**config.mk**
```make
export PLATFORM = sky130hd
export DESIGN_NAME = ext_irq_ctrl
export DESIGN_NICKNAME = d
export VERILOG_FILES = /design/src/rtl/eirq_pkg.sv /design/src/rtl/eirq_sync.sv /design/src/rtl/eirq_detect.sv /design/src/rtl/eirq_regs.sv /design/src/rtl/ext_irq_ctrl.sv
export SDC_FILE = /design/constraint.sdc
export NUM_CORES = 1
export LEC_CHECK = 0
export BUFFER_PORTS_ARGS = -buffer_cell sky130_fd_sc_hd__buf_4
export CAP_MARGIN = 40
export CORE_MARGIN = 2
export CORE_UTILIZATION = 40
export CTS_CLUSTER_DIAMETER = 100
export CTS_CLUSTER_SIZE = 14
export DETAILED_ROUTE_END_ITERATION = 6
export GPL_ROUTABILITY_DRIVEN = 0
export GPL_TIMING_DRIVEN = 1
export HOLD_SLACK_MARGIN = 0.15
export PLACE_DENSITY = 0.68
export SYNTH_ARGS = -nofsm -noshare
export SYNTH_HDL_FRONTEND = slang
export SYNTH_SLANG_ARGS = --single-unit
```
**constraint.sdc**
```tcl
create_clock -name clk -period 1.22 [get_ports clk]
set_input_delay 0.061 -clock clk [delete_from_list [all_inputs] [get_ports clk]]
set_output_delay 0.061 -clock clk [all_outputs]
set_load 0.005 [all_outputs]
```
**src/rtl/eirq_pkg.sv**
```systemverilog
package eirq_pkg;
  localparam int BUS_W = 32;
  localparam int PRIO_W = 4;

  localparam logic [2:0] ADR_MODE = 3'd0;
  localparam logic [2:0] ADR_PRIO = 3'd1;
  localparam logic [2:0] ADR_PEND = 3'd2;
  localparam logic [2:0] ADR_MSET = 3'd3;
  localparam logic [2:0] ADR_MCLR = 3'd4;
  localparam logic [2:0] ADR_ACK  = 3'd5;

  typedef enum logic [3:0] {
    DET_FALL = 4'd0,
    DET_RISE = 4'd1,
    DET_LOW  = 4'd2,
    DET_HIGH = 4'd3,
    DET_BOTH = 4'd4
  } det_mode_e;
endpackage

```
**src/rtl/eirq_sync.sv**
```systemverilog
module eirq_sync #(
  parameter int WIDTH = 8
) (
  input  logic             clk,
  input  logic             rst_n,
  input  logic [WIDTH-1:0] async_in,
  output logic [WIDTH-1:0] sync_out
);
  logic [WIDTH-1:0] stage1_q;
  logic [WIDTH-1:0] stage2_q;

  for (genvar i = 0; i < WIDTH; i++) begin : g_bit
    always_ff @(posedge clk or negedge rst_n) begin
      if (!rst_n) begin
        stage1_q[i] <= 1'b0;
        stage2_q[i] <= 1'b0;
      end else begin
        stage1_q[i] <= async_in[i];
        stage2_q[i] <= stage1_q[i];
      end
    end
  end

  assign sync_out = stage2_q;
endmodule

```
**src/rtl/eirq_detect.sv**
```systemverilog
module eirq_detect
  import eirq_pkg::*;
#(
  parameter int SENSE_W = 4
) (
  input  logic               clk,
  input  logic               rst_n,
  input  logic               pin_s,
  input  logic [SENSE_W-1:0] mode,
  input  logic               ack,
  input  logic               mode_chg,
  output logic               pending,
  output logic               sticky
);
  logic [3:0] code;
  logic       prev_q;
  logic       sticky_q, sticky_d;
  logic       rise, fall, edge_hit, edge_mode, lvl_hit;

  always_comb begin
    code      = 4'(mode);
    rise      = pin_s & ~prev_q;
    fall      = ~pin_s & prev_q;
    edge_hit  = 1'b0;
    lvl_hit   = 1'b0;
    edge_mode = 1'b0;
    case (code)
      DET_FALL: begin edge_hit = fall;        edge_mode = 1'b1; end
      DET_RISE: begin edge_hit = rise;        edge_mode = 1'b1; end
      DET_BOTH: begin edge_hit = rise | fall; edge_mode = 1'b1; end
      DET_LOW:  lvl_hit = ~pin_s;
      DET_HIGH: lvl_hit = pin_s;
      default:  ;
    endcase
    if (mode_chg) sticky_d = 1'b0;
    else          sticky_d = (sticky_q & ~ack) | edge_hit;
  end

  always_ff @(posedge clk or negedge rst_n) begin
    if (!rst_n) begin
      prev_q   <= 1'b0;
      sticky_q <= 1'b0;
    end else begin
      prev_q   <= pin_s;
      sticky_q <= sticky_d;
    end
  end

  assign pending = edge_mode ? sticky_q : lvl_hit;
  assign sticky  = sticky_q;
endmodule

```
**src/rtl/eirq_regs.sv**
```systemverilog
module eirq_regs
  import eirq_pkg::*;
#(
  parameter int N       = 8,
  parameter int SENSE_W = 4,
  parameter int FLAG_W  = 8
) (
  input  logic                 clk,
  input  logic                 rst_n,
  input  logic                 bus_sel,
  input  logic                 bus_wr,
  input  logic [2:0]           bus_addr,
  input  logic [BUS_W-1:0]     bus_wdata,
  input  logic [N-1:0]         pending,
  output logic [BUS_W-1:0]     bus_rdata,
  output logic [N*SENSE_W-1:0] mode_flat,
  output logic [N-1:0]         prio_nz,
  output logic [N-1:0]         mask,
  output logic [N-1:0]         ack,
  output logic [N-1:0]         mode_chg
);
  logic [SENSE_W-1:0] mode_q [N];
  logic [SENSE_W-1:0] mode_d [N];
  logic [PRIO_W-1:0]  prio_q [N];
  logic [PRIO_W-1:0]  prio_d [N];
  logic [N-1:0]       mask_q, mask_d;
  logic               we_mode, we_prio, we_mset, we_mclr, we_ack;
  logic [BUS_W-1:0]   rd_mode, rd_prio, rd_pend;

  always_comb begin
    we_mode = bus_sel & bus_wr & (bus_addr == ADR_MODE);
    we_prio = bus_sel & bus_wr & (bus_addr == ADR_PRIO);
    we_mset = bus_sel & bus_wr & (bus_addr == ADR_MSET);
    we_mclr = bus_sel & bus_wr & (bus_addr == ADR_MCLR);
    we_ack  = bus_sel & bus_wr & (bus_addr == ADR_ACK);
    rd_mode = '0;
    rd_prio = '0;
    rd_pend = '0;
    for (int n = 0; n < N; n++) begin
      mode_d[n]   = bus_wdata[BUS_W-(n+1)*SENSE_W +: SENSE_W];
      prio_d[n]   = bus_wdata[BUS_W-(n+1)*PRIO_W +: PRIO_W];
      mode_chg[n] = we_mode && (mode_d[n] != mode_q[n]);
      ack[n]      = we_ack && bus_wdata[FLAG_W-1-n];
      mask_d[n]   = mask_q[n];
      if (we_mset && bus_wdata[FLAG_W-1-n]) mask_d[n] = 1'b1;
      if (we_mclr && bus_wdata[FLAG_W-1-n]) mask_d[n] = 1'b0;
      rd_mode[BUS_W-(n+1)*SENSE_W +: SENSE_W] = mode_q[n];
      rd_prio[BUS_W-(n+1)*PRIO_W +: PRIO_W]   = prio_q[n];
      rd_pend[FLAG_W-1-n] = pending[n];
      mode_flat[n*SENSE_W +: SENSE_W] = mode_q[n];
      prio_nz[n] = |prio_q[n];
    end
  end

  always_ff @(posedge clk or negedge rst_n) begin
    if (!rst_n) begin
      for (int n = 0; n < N; n++) begin
        mode_q[n] <= '0;
        prio_q[n] <= '0;
      end
      mask_q <= '1;
    end else begin
      if (we_mode) begin
        for (int n = 0; n < N; n++) mode_q[n] <= mode_d[n];
      end
      if (we_prio) begin
        for (int n = 0; n < N; n++) prio_q[n] <= prio_d[n];
      end
      if (we_mset | we_mclr) mask_q <= mask_d;
    end
  end

  always_comb begin
    case (bus_addr)
      ADR_MODE: bus_rdata = rd_mode;
      ADR_PRIO: bus_rdata = rd_prio;
      ADR_PEND: bus_rdata = rd_pend;
      default:  bus_rdata = '0;
    endcase
  end

  assign mask = mask_q;
endmodule

```
**src/rtl/ext_irq_ctrl.sv**
```systemverilog
module ext_irq_ctrl
  import eirq_pkg::*;
#(
  parameter int NUM_PINS = 8,
  parameter int SENSE_W  = 4,
  parameter int FLAG_W   = 8
) (
  input  logic                clk,
  input  logic                rst_n,
  input  logic [NUM_PINS-1:0] irq_pins,
  input  logic                bus_sel,
  input  logic                bus_wr,
  input  logic [2:0]          bus_addr,
  input  logic [31:0]         bus_wdata,
  output logic [31:0]         bus_rdata,
  output logic                irq_out
);
  localparam int MODE_BITS = NUM_PINS * SENSE_W;

  logic [NUM_PINS-1:0]  pin_s;
  logic [NUM_PINS-1:0]  pending, sticky, prio_nz, mask, ack, mode_chg;
  logic [MODE_BITS-1:0] mode_flat;
  logic                 irq_d, irq_q;

  eirq_sync #(.WIDTH(NUM_PINS)) u_sync (
    .clk      (clk),
    .rst_n    (rst_n),
    .async_in (irq_pins),
    .sync_out (pin_s)
  );

  eirq_regs #(.N(NUM_PINS), .SENSE_W(SENSE_W), .FLAG_W(FLAG_W)) u_regs (
    .clk       (clk),
    .rst_n     (rst_n),
    .bus_sel   (bus_sel),
    .bus_wr    (bus_wr),
    .bus_addr  (bus_addr),
    .bus_wdata (bus_wdata),
    .pending   (pending),
    .bus_rdata (bus_rdata),
    .mode_flat (mode_flat),
    .prio_nz   (prio_nz),
    .mask      (mask),
    .ack       (ack),
    .mode_chg  (mode_chg)
  );

  for (genvar i = 0; i < NUM_PINS; i++) begin : g_pin
    eirq_detect #(.SENSE_W(SENSE_W)) u_det (
      .clk      (clk),
      .rst_n    (rst_n),
      .pin_s    (pin_s[i]),
      .mode     (mode_flat[i*SENSE_W +: SENSE_W]),
      .ack      (ack[i]),
      .mode_chg (mode_chg[i]),
      .pending  (pending[i]),
      .sticky   (sticky[i])
    );
  end

  always_comb irq_d = |(pending & ~mask & prio_nz);

  always_ff @(posedge clk or negedge rst_n) begin
    if (!rst_n) irq_q <= 1'b0;
    else        irq_q <= irq_d;
  end

  assign irq_out = irq_q;
endmodule

```
=== After elaboration in Yosys (flattened, before gate mapping) ===
Cells that the tools add are included.

* Register bits after elaboration: 105
* Output and inout bits: 33

* Equal/unequal tests: 45
* Mux-type cells: 57
* Bitwise operators: 74
* Reduce and logical (&&, ||, !) cells: 74

{| class="wikitable"
|+ Operators by type and width
! cell !! count
|-
| $pmux W32 S3 || 1
|-
| $eq A4 B2 Y1 const B || 16
|-
| $mux W1 || 40
|-
| $eq A4 B1 Y1 const B || 8
|-
| $eq A4 B3 Y1 const B || 8
|-
| $logic_and A1 B1 Y1 || 32
|-
| $logic_not A4 Y1 || 8
|-
| $ne A4 B4 Y1 || 8
|-
| $reduce_or A4 Y1 || 8
|-
| $and A1 B1 Y1 || 30
|-
| $not A1 Y1 || 24
|-
| $pmux W1 S3 || 8
|-
| $reduce_or A3 Y1 || 8
|-
| $or A1 B1 Y1 || 17
|-
| $and A8 B8 Y8 || 2
|-
| $pmux W1 S2 || 8
|-
| $reduce_and A2 Y1 || 8
|-
| $reduce_bool A2 Y1 || 8
|-
| $not A8 Y8 || 1
|-
| $reduce_or A8 Y1 || 1
|-
| $eq A3 B2 Y1 const B || 2
|-
| $eq A3 B3 Y1 const B || 2
|-
| $eq A3 B1 Y1 const B || 1
|-
| $logic_not A3 Y1 || 1
|}

=== Longest topological paths before layout ===
* Depth after elaboration: 7
* Gate-level depth with buffers: 6
* Depth with buffers taken out: 6

=== Cells and area by module ===
A second synthesis with hierarchy kept.

* Cell total of the unflattened synthesis: 486
* Area, all modules: 5657.9 sq um

{| class="wikitable"
|+ By module, submodules not included
! module !! times used !! cells an instance !! area an instance (sq um) !! sequential area each (sq um)
|-
| eirq_regs || 1 || 294 || 3784.9 || 1811.7
|-
| eirq_detect || 8 || 20 || 172.7 || 50.0
|-
| eirq_sync || 1 || 16 || 400.4 || 400.4
|-
| ext_irq_ctrl || 1 || 16 || 91.3 || 25.0
|}

=== Worst setup path before layout ===
OpenSTA, ideal clock, no wires.

* Path kind: input to register
* Start point: input port bus_addr[1]
* End point: register u_regs.mode_q, in the netlist u_regs.mode_flat[0]
* Library setup time: 0.128 ns
* Data arrival time: 1.190 ns
* Path slack: -0.098 ns
* Cell stages on the path: 5
* Path buffers: 2
* Path through: nor3_2 -> and3_1 -> buf_2 -> buf_4 -> mux2_1

* Word-level cells in the longest chain between the ends: 2

{| class="wikitable"
|+ RTL lines
! item !! line !! text
|-
| start: declaration || ext_irq_ctrl.sv:13 || <nowiki>input logic [2:0] bus_addr,</nowiki>
|-
| $logic_not A3 Y1 || eirq_regs.sv:31 || <nowiki>we_mode = bus_sel & bus_wr & (bus_addr == ADR_MODE);</nowiki>
|-
| $and A1 B1 Y1 || eirq_regs.sv:31 ||
|-
| end signal: indexed assignment || eirq_regs.sv:58 || <nowiki>mode_q[n] <= '0;</nowiki>
|-
| end: declaration || eirq_regs.sv:22 || <nowiki>logic [SENSE_W-1:0] mode_q [N];</nowiki>
|}

Every way passes these cells.
A chain may end at the register's enable or synchronous reset.

=== Final worst setup path ===
* Start point: register u_regs.mode_q, in the netlist u_regs.mode_flat[6]
* End point: output port bus_rdata[6]

* Word-level cells in the longest chain between the ends: 5
* Elaborated cells between the ends (all ways): 10

{| class="wikitable"
|+ RTL lines
! item !! line !! text
|-
| $eq A4 B1 Y1, or another cell as far along || eirq_detect.sv:27 || <nowiki>case (code)</nowiki>
|-
| $reduce_or A3 Y1 (no source line) || n/a ||
|-
| $mux W1 || eirq_detect.sv:27 ||
|-
| $mux W1 (*) || eirq_detect.sv:49 || <nowiki>assign pending = edge_mode ? sticky_q : lvl_hit;</nowiki>
|-
| $pmux W32 S3 (*) || eirq_regs.sv:74 || <nowiki>case (bus_addr)</nowiki>
|-
| end: declaration || ext_irq_ctrl.sv:15 || <nowiki>output logic [31:0] bus_rdata,</nowiki>
|}

Mark *: on every way between the ends. The rest lies on a longest branch, timed or not.

==> impl_summary.md <==
STA
The max-slew violation count is 0. The final setup skew is approximately 6.9 ps. The final number of hold-violating endpoints is 0. For the pin with the worst max-slew slack, the measured transition is approximately 550 ps. The shortest period the worst path allows is roughly 1800 ps. Of the available clock period, the critical path in the final layout requires 143.7%. Setup repair after global routing could not meet its margin everywhere.

The worst max-slew margin expressed relative to the limit is 62.55%. Static timing analysis puts the maximum clock frequency at about 570 MHz. The final setup violation count is 40. The worst path setup slack after routing is -532.9 ps.

Floorplanning
The region available for standard cell placement spans 13300 sq um. The cell row count is 42. The effective utilization at floorplan is between 40% and 50%. The count of boundary I/O pins is 80. The die height is 121.0 um. From left edge to right edge, the die measures roughly 120 um. The die covers approximately 15000 sq um.

Routing
In this run, the number of DRC markers left after iteration 0 of detailed routing was ~180. The number of vias per cell is about 5.2. For this run, design rule violations remaining after detail routing come to 0.

The pre-antenna-repair detailed-routing pass consisted of 5 iterations. The per-cell routed wire length is 16.67 um. The detail route stage leaves a number of antenna-violating nets equal to 0.

The via count is roughly 4600. The overall routed net length is ~15000 um.

Place
Timing analysis after detailed placement gives a worst setup slack of -258.3 ps. Counting tap cells, the placed design contains a total of 794 instances. The count of buffers inserted at the top-level ports is roughly 80. The HPWL reported at the end of detailed placement is between 10000 and 15000 um.

Clocking
Counting every sink on the clock net gives between 100 and 150. The clock tree from TritonCTS is yes. The number of clock buffers added by TritonCTS is 9. The cell sitting at the root of the clock tree is a clkbuf_16. After clock tree synthesis, the clock-pin slew on the worst setup and hold paths is around 80 ps. The H-tree generated during clock tree synthesis spans 3 levels. Counting along the longest clock path gives a buffer depth of 2. The later pin in the worst-skew pair is clocked with a latency of around 350 ps.

Worst setup path
The arrival time reported for the critical path endpoint is about 1700 ps. The startpoint identified for the worst register-to-register timing path is u_regs.mode_flat[29]. The required time of the critical path is 1160 ps. By startpoint and endpoint, the worst setup path is classified as reg -> out. The length in cells of the worst reg-to-reg path is 5. On the critical path, the stage with the largest delay is an instance of dfrtp_1. The delay of the slowest critical-path stage is approximately 400 ps. The setup slack on the worst flop-to-flop path is -300 ps. The worst register-to-register path ends at irq_out. The kind of launch point of the worst setup path is a register. Of all nets on the critical path, the largest fanout is 3. The type of element capturing the critical path is an output port. The critical path goes through or3b_1 -> o32ai_2 -> a21oi_1 -> nor2_1 -> buf_4.

Logic synthesis
The post-synthesis area per instance is around 11 sq um. The number of cells produced by synthesis is about 480. The number of synthesized flops with an enable pin is 0.

Synthesis inferred roughly 110 register bits. The number of nets in the synthesized netlist is approximately 550. The fraction of synthesis flops using an asynchronous set or reset pin is 100.0%.

The dominant register cell in the synthesized netlist is dfrtp_1. The number of synthesis warnings is 0. The number of distinct library cells after synthesis is 41. For this run, the register share of the synthesized area comes to roughly half.

The post-synthesis instance area is around 5500 sq um.

Power and ir drop
The leakage power figure is 0.003819 uW. The power density normalized to cell area is about 1500 nW/um^2. The highest ir drop seen on vdd is between 800 and 900 uV.

Total power for the finished layout comes to around 13000 uW.

GRT
The via count of the first global-routing pass is between 4000 and 5000. Global routing used 4.605% of the available met3 tracks. The met1 track demand over resource is 26.83%.

The number of antenna violations at the first check in global routing is 0. Entering global routing, the biggest net connects 29 pins. Summed over all layers, the global routing overflow is 0. The most congested layer reported by global routing is met2. The met2 routing resource usage after global routing is roughly 36%. The first-pass GRT wire length is roughly 24000 um. The global-route usage over all layers is around a fifth.

Layout
The post-route netlist has 42.30% of its cells at a drive strength greater than 1. The number of antenna diodes in the final layout is 0. The most common cell after layout, fill and taps aside is buf_4. In the layout the commonest cells are 168 x buf_4, 84 x dfrtp_1, 60 x mux2_1. The final core utilization is between 60 and 70%. The number of nets in the layout is between 700 and 800. Excluding fillers, the count of instances in the completed layout stands at between 800 and 900. The signed area change from the synthesized netlist to the final layout is 53.45%.

Run status
The run finished, with violations left. The checks that failed: negative setup slack.

Min path
The class of the most critical hold timing path is in -> async.

Job
The number of max-cap violations is 0.
final cells by class:
type / count / area [sq um]
clock inverter: 7 / 102.6
inverter: 20 / 75.07
tap: 176 / 220.2
sequential: 105 / 2654
fill: 1003 / 4893
multi-input combinational: 323 / 2939
timing repair buffer: 250 / 2186
clock buffer: 9 / 225.2
flip-flops by register name, summed over array words and instances, names as in the netlist:
signal              cells
u_sync.stage1_q         8
u_regs.mode_flat       32
g_pin.u_det.prev_q      8
g_pin.u_det.sticky      8
irq_out                 1
u_regs.mask             8
u_regs.prio_q          32
u_sync.sync_out         8
report_power, final:
part,internal (uW),switching (uW),total (uW),leakage (uW)
clock,1820,1380,3200,0.000157
combinational,2930,1860,4780,0.00244
sequential,4230,671,4900,0.00122
total,8980,3900,12900,0.00382
cell usage after synthesis (4+ instances only):
library cell / instances / area (sq um)
buf_2: 6 / 30.03
nand4_1: 8 / 50.05
nand2_1: 10 / 37.54
o22ai_1: 5 / 31.28
nor2_1: 33 / 123.9
xnor2_1: 39 / 341.6
a21oi_1: 29 / 145.1
nor2b_1: 4 / 25.02
mux2i_1: 13 / 130.1
a22oi_1: 10 / 75.07
nor4_1: 6 / 37.54
a211o_1: 5 / 43.79
and2_1: 4 / 25.02
nor4b_1: 10 / 87.58
inv_1: 20 / 75.07
a22o_1: 24 / 210.2
o32ai_1: 4 / 35.03
clkbuf_1: 22 / 82.58
nand3_1: 8 / 40.04
nand2b_1: 6 / 37.54
mux2_1: 61 / 686.9
ha_1: 16 / 200.2
nor3b_1: 7 / 52.55
dfstp_2: 8 / 210.2
dfrtp_1: 97 / 2427
kinds of logic (layout without fill, tap and decap cells):
group,after synthesis,after routing,share of synthesized area [%]
xor+xnor,40,40,6.399
buf+inv,55,286,4.525
simple gates,105,105,10.92
fa+ha+maj,16,16,3.656
compound gates,88,88,11.40
flops,105,105,48.17
mux,74,74,14.92
metrics by stage:
step	hold WS, ps	cell area, sq um	setup TNS (ps)
global route	215.7	8402	-9856
global placement	16.17	6895	-8058
detailed placement	18.75	6895	-10290
floorplan	-234.6	5542	-255.4
finish	184.4	8402	-7655
CTS	190.0	8097	-7641
worst max-delay path: cells and delay by family (launching register included):
kind | cells | cell delay (ps)
AND/OR/NAND/NOR | 2 | 530
AO/OA/AOI/OAI | 2 | 270
flip-flops | 1 | 400
buffers and inverters | 1 | 140
layer usage:
metal	part of all wire [%]	vias up
met3	4.3	6
met5	0	-
met1	44	2308
met2	51	123
met4	0.64	0
li1	-	2191
worst max-delay path by stage:
stage / from / endpoint / depth (start not counted) / slack (ps)
5_1_grt: u_regs.mode_flat[7] / bus_rdata[6] / 5 / -630
4_1_cts: u_regs.mode_flat[6] / bus_rdata[6] / 5 / -560
2_1_floorplan: u_sync.sync_out[0] / g_pin[0].u_det.sticky / 5 / -80
3_5_place_dp: u_regs.prio_q[18] / irq_out / 5 / -260
6_report: u_regs.mode_flat[6] / bus_rdata[6] / 5 / -530
3_3_place_gp: u_regs.prio_q[18] / irq_out / 5 / -240
timing repair:
| action | CTS | global route |
|---|---|---|
| hold buffers | 41 | 0 |
| resized for setup | 66 | 46 |
| pin swaps | 29 | 37 |
| setup endpoints to repair | 40 | 41 |
| hold endpoints to repair | 185 | 0 |
| setup buffers | 29 | 26 |
(Power assumes the default switching activity.)
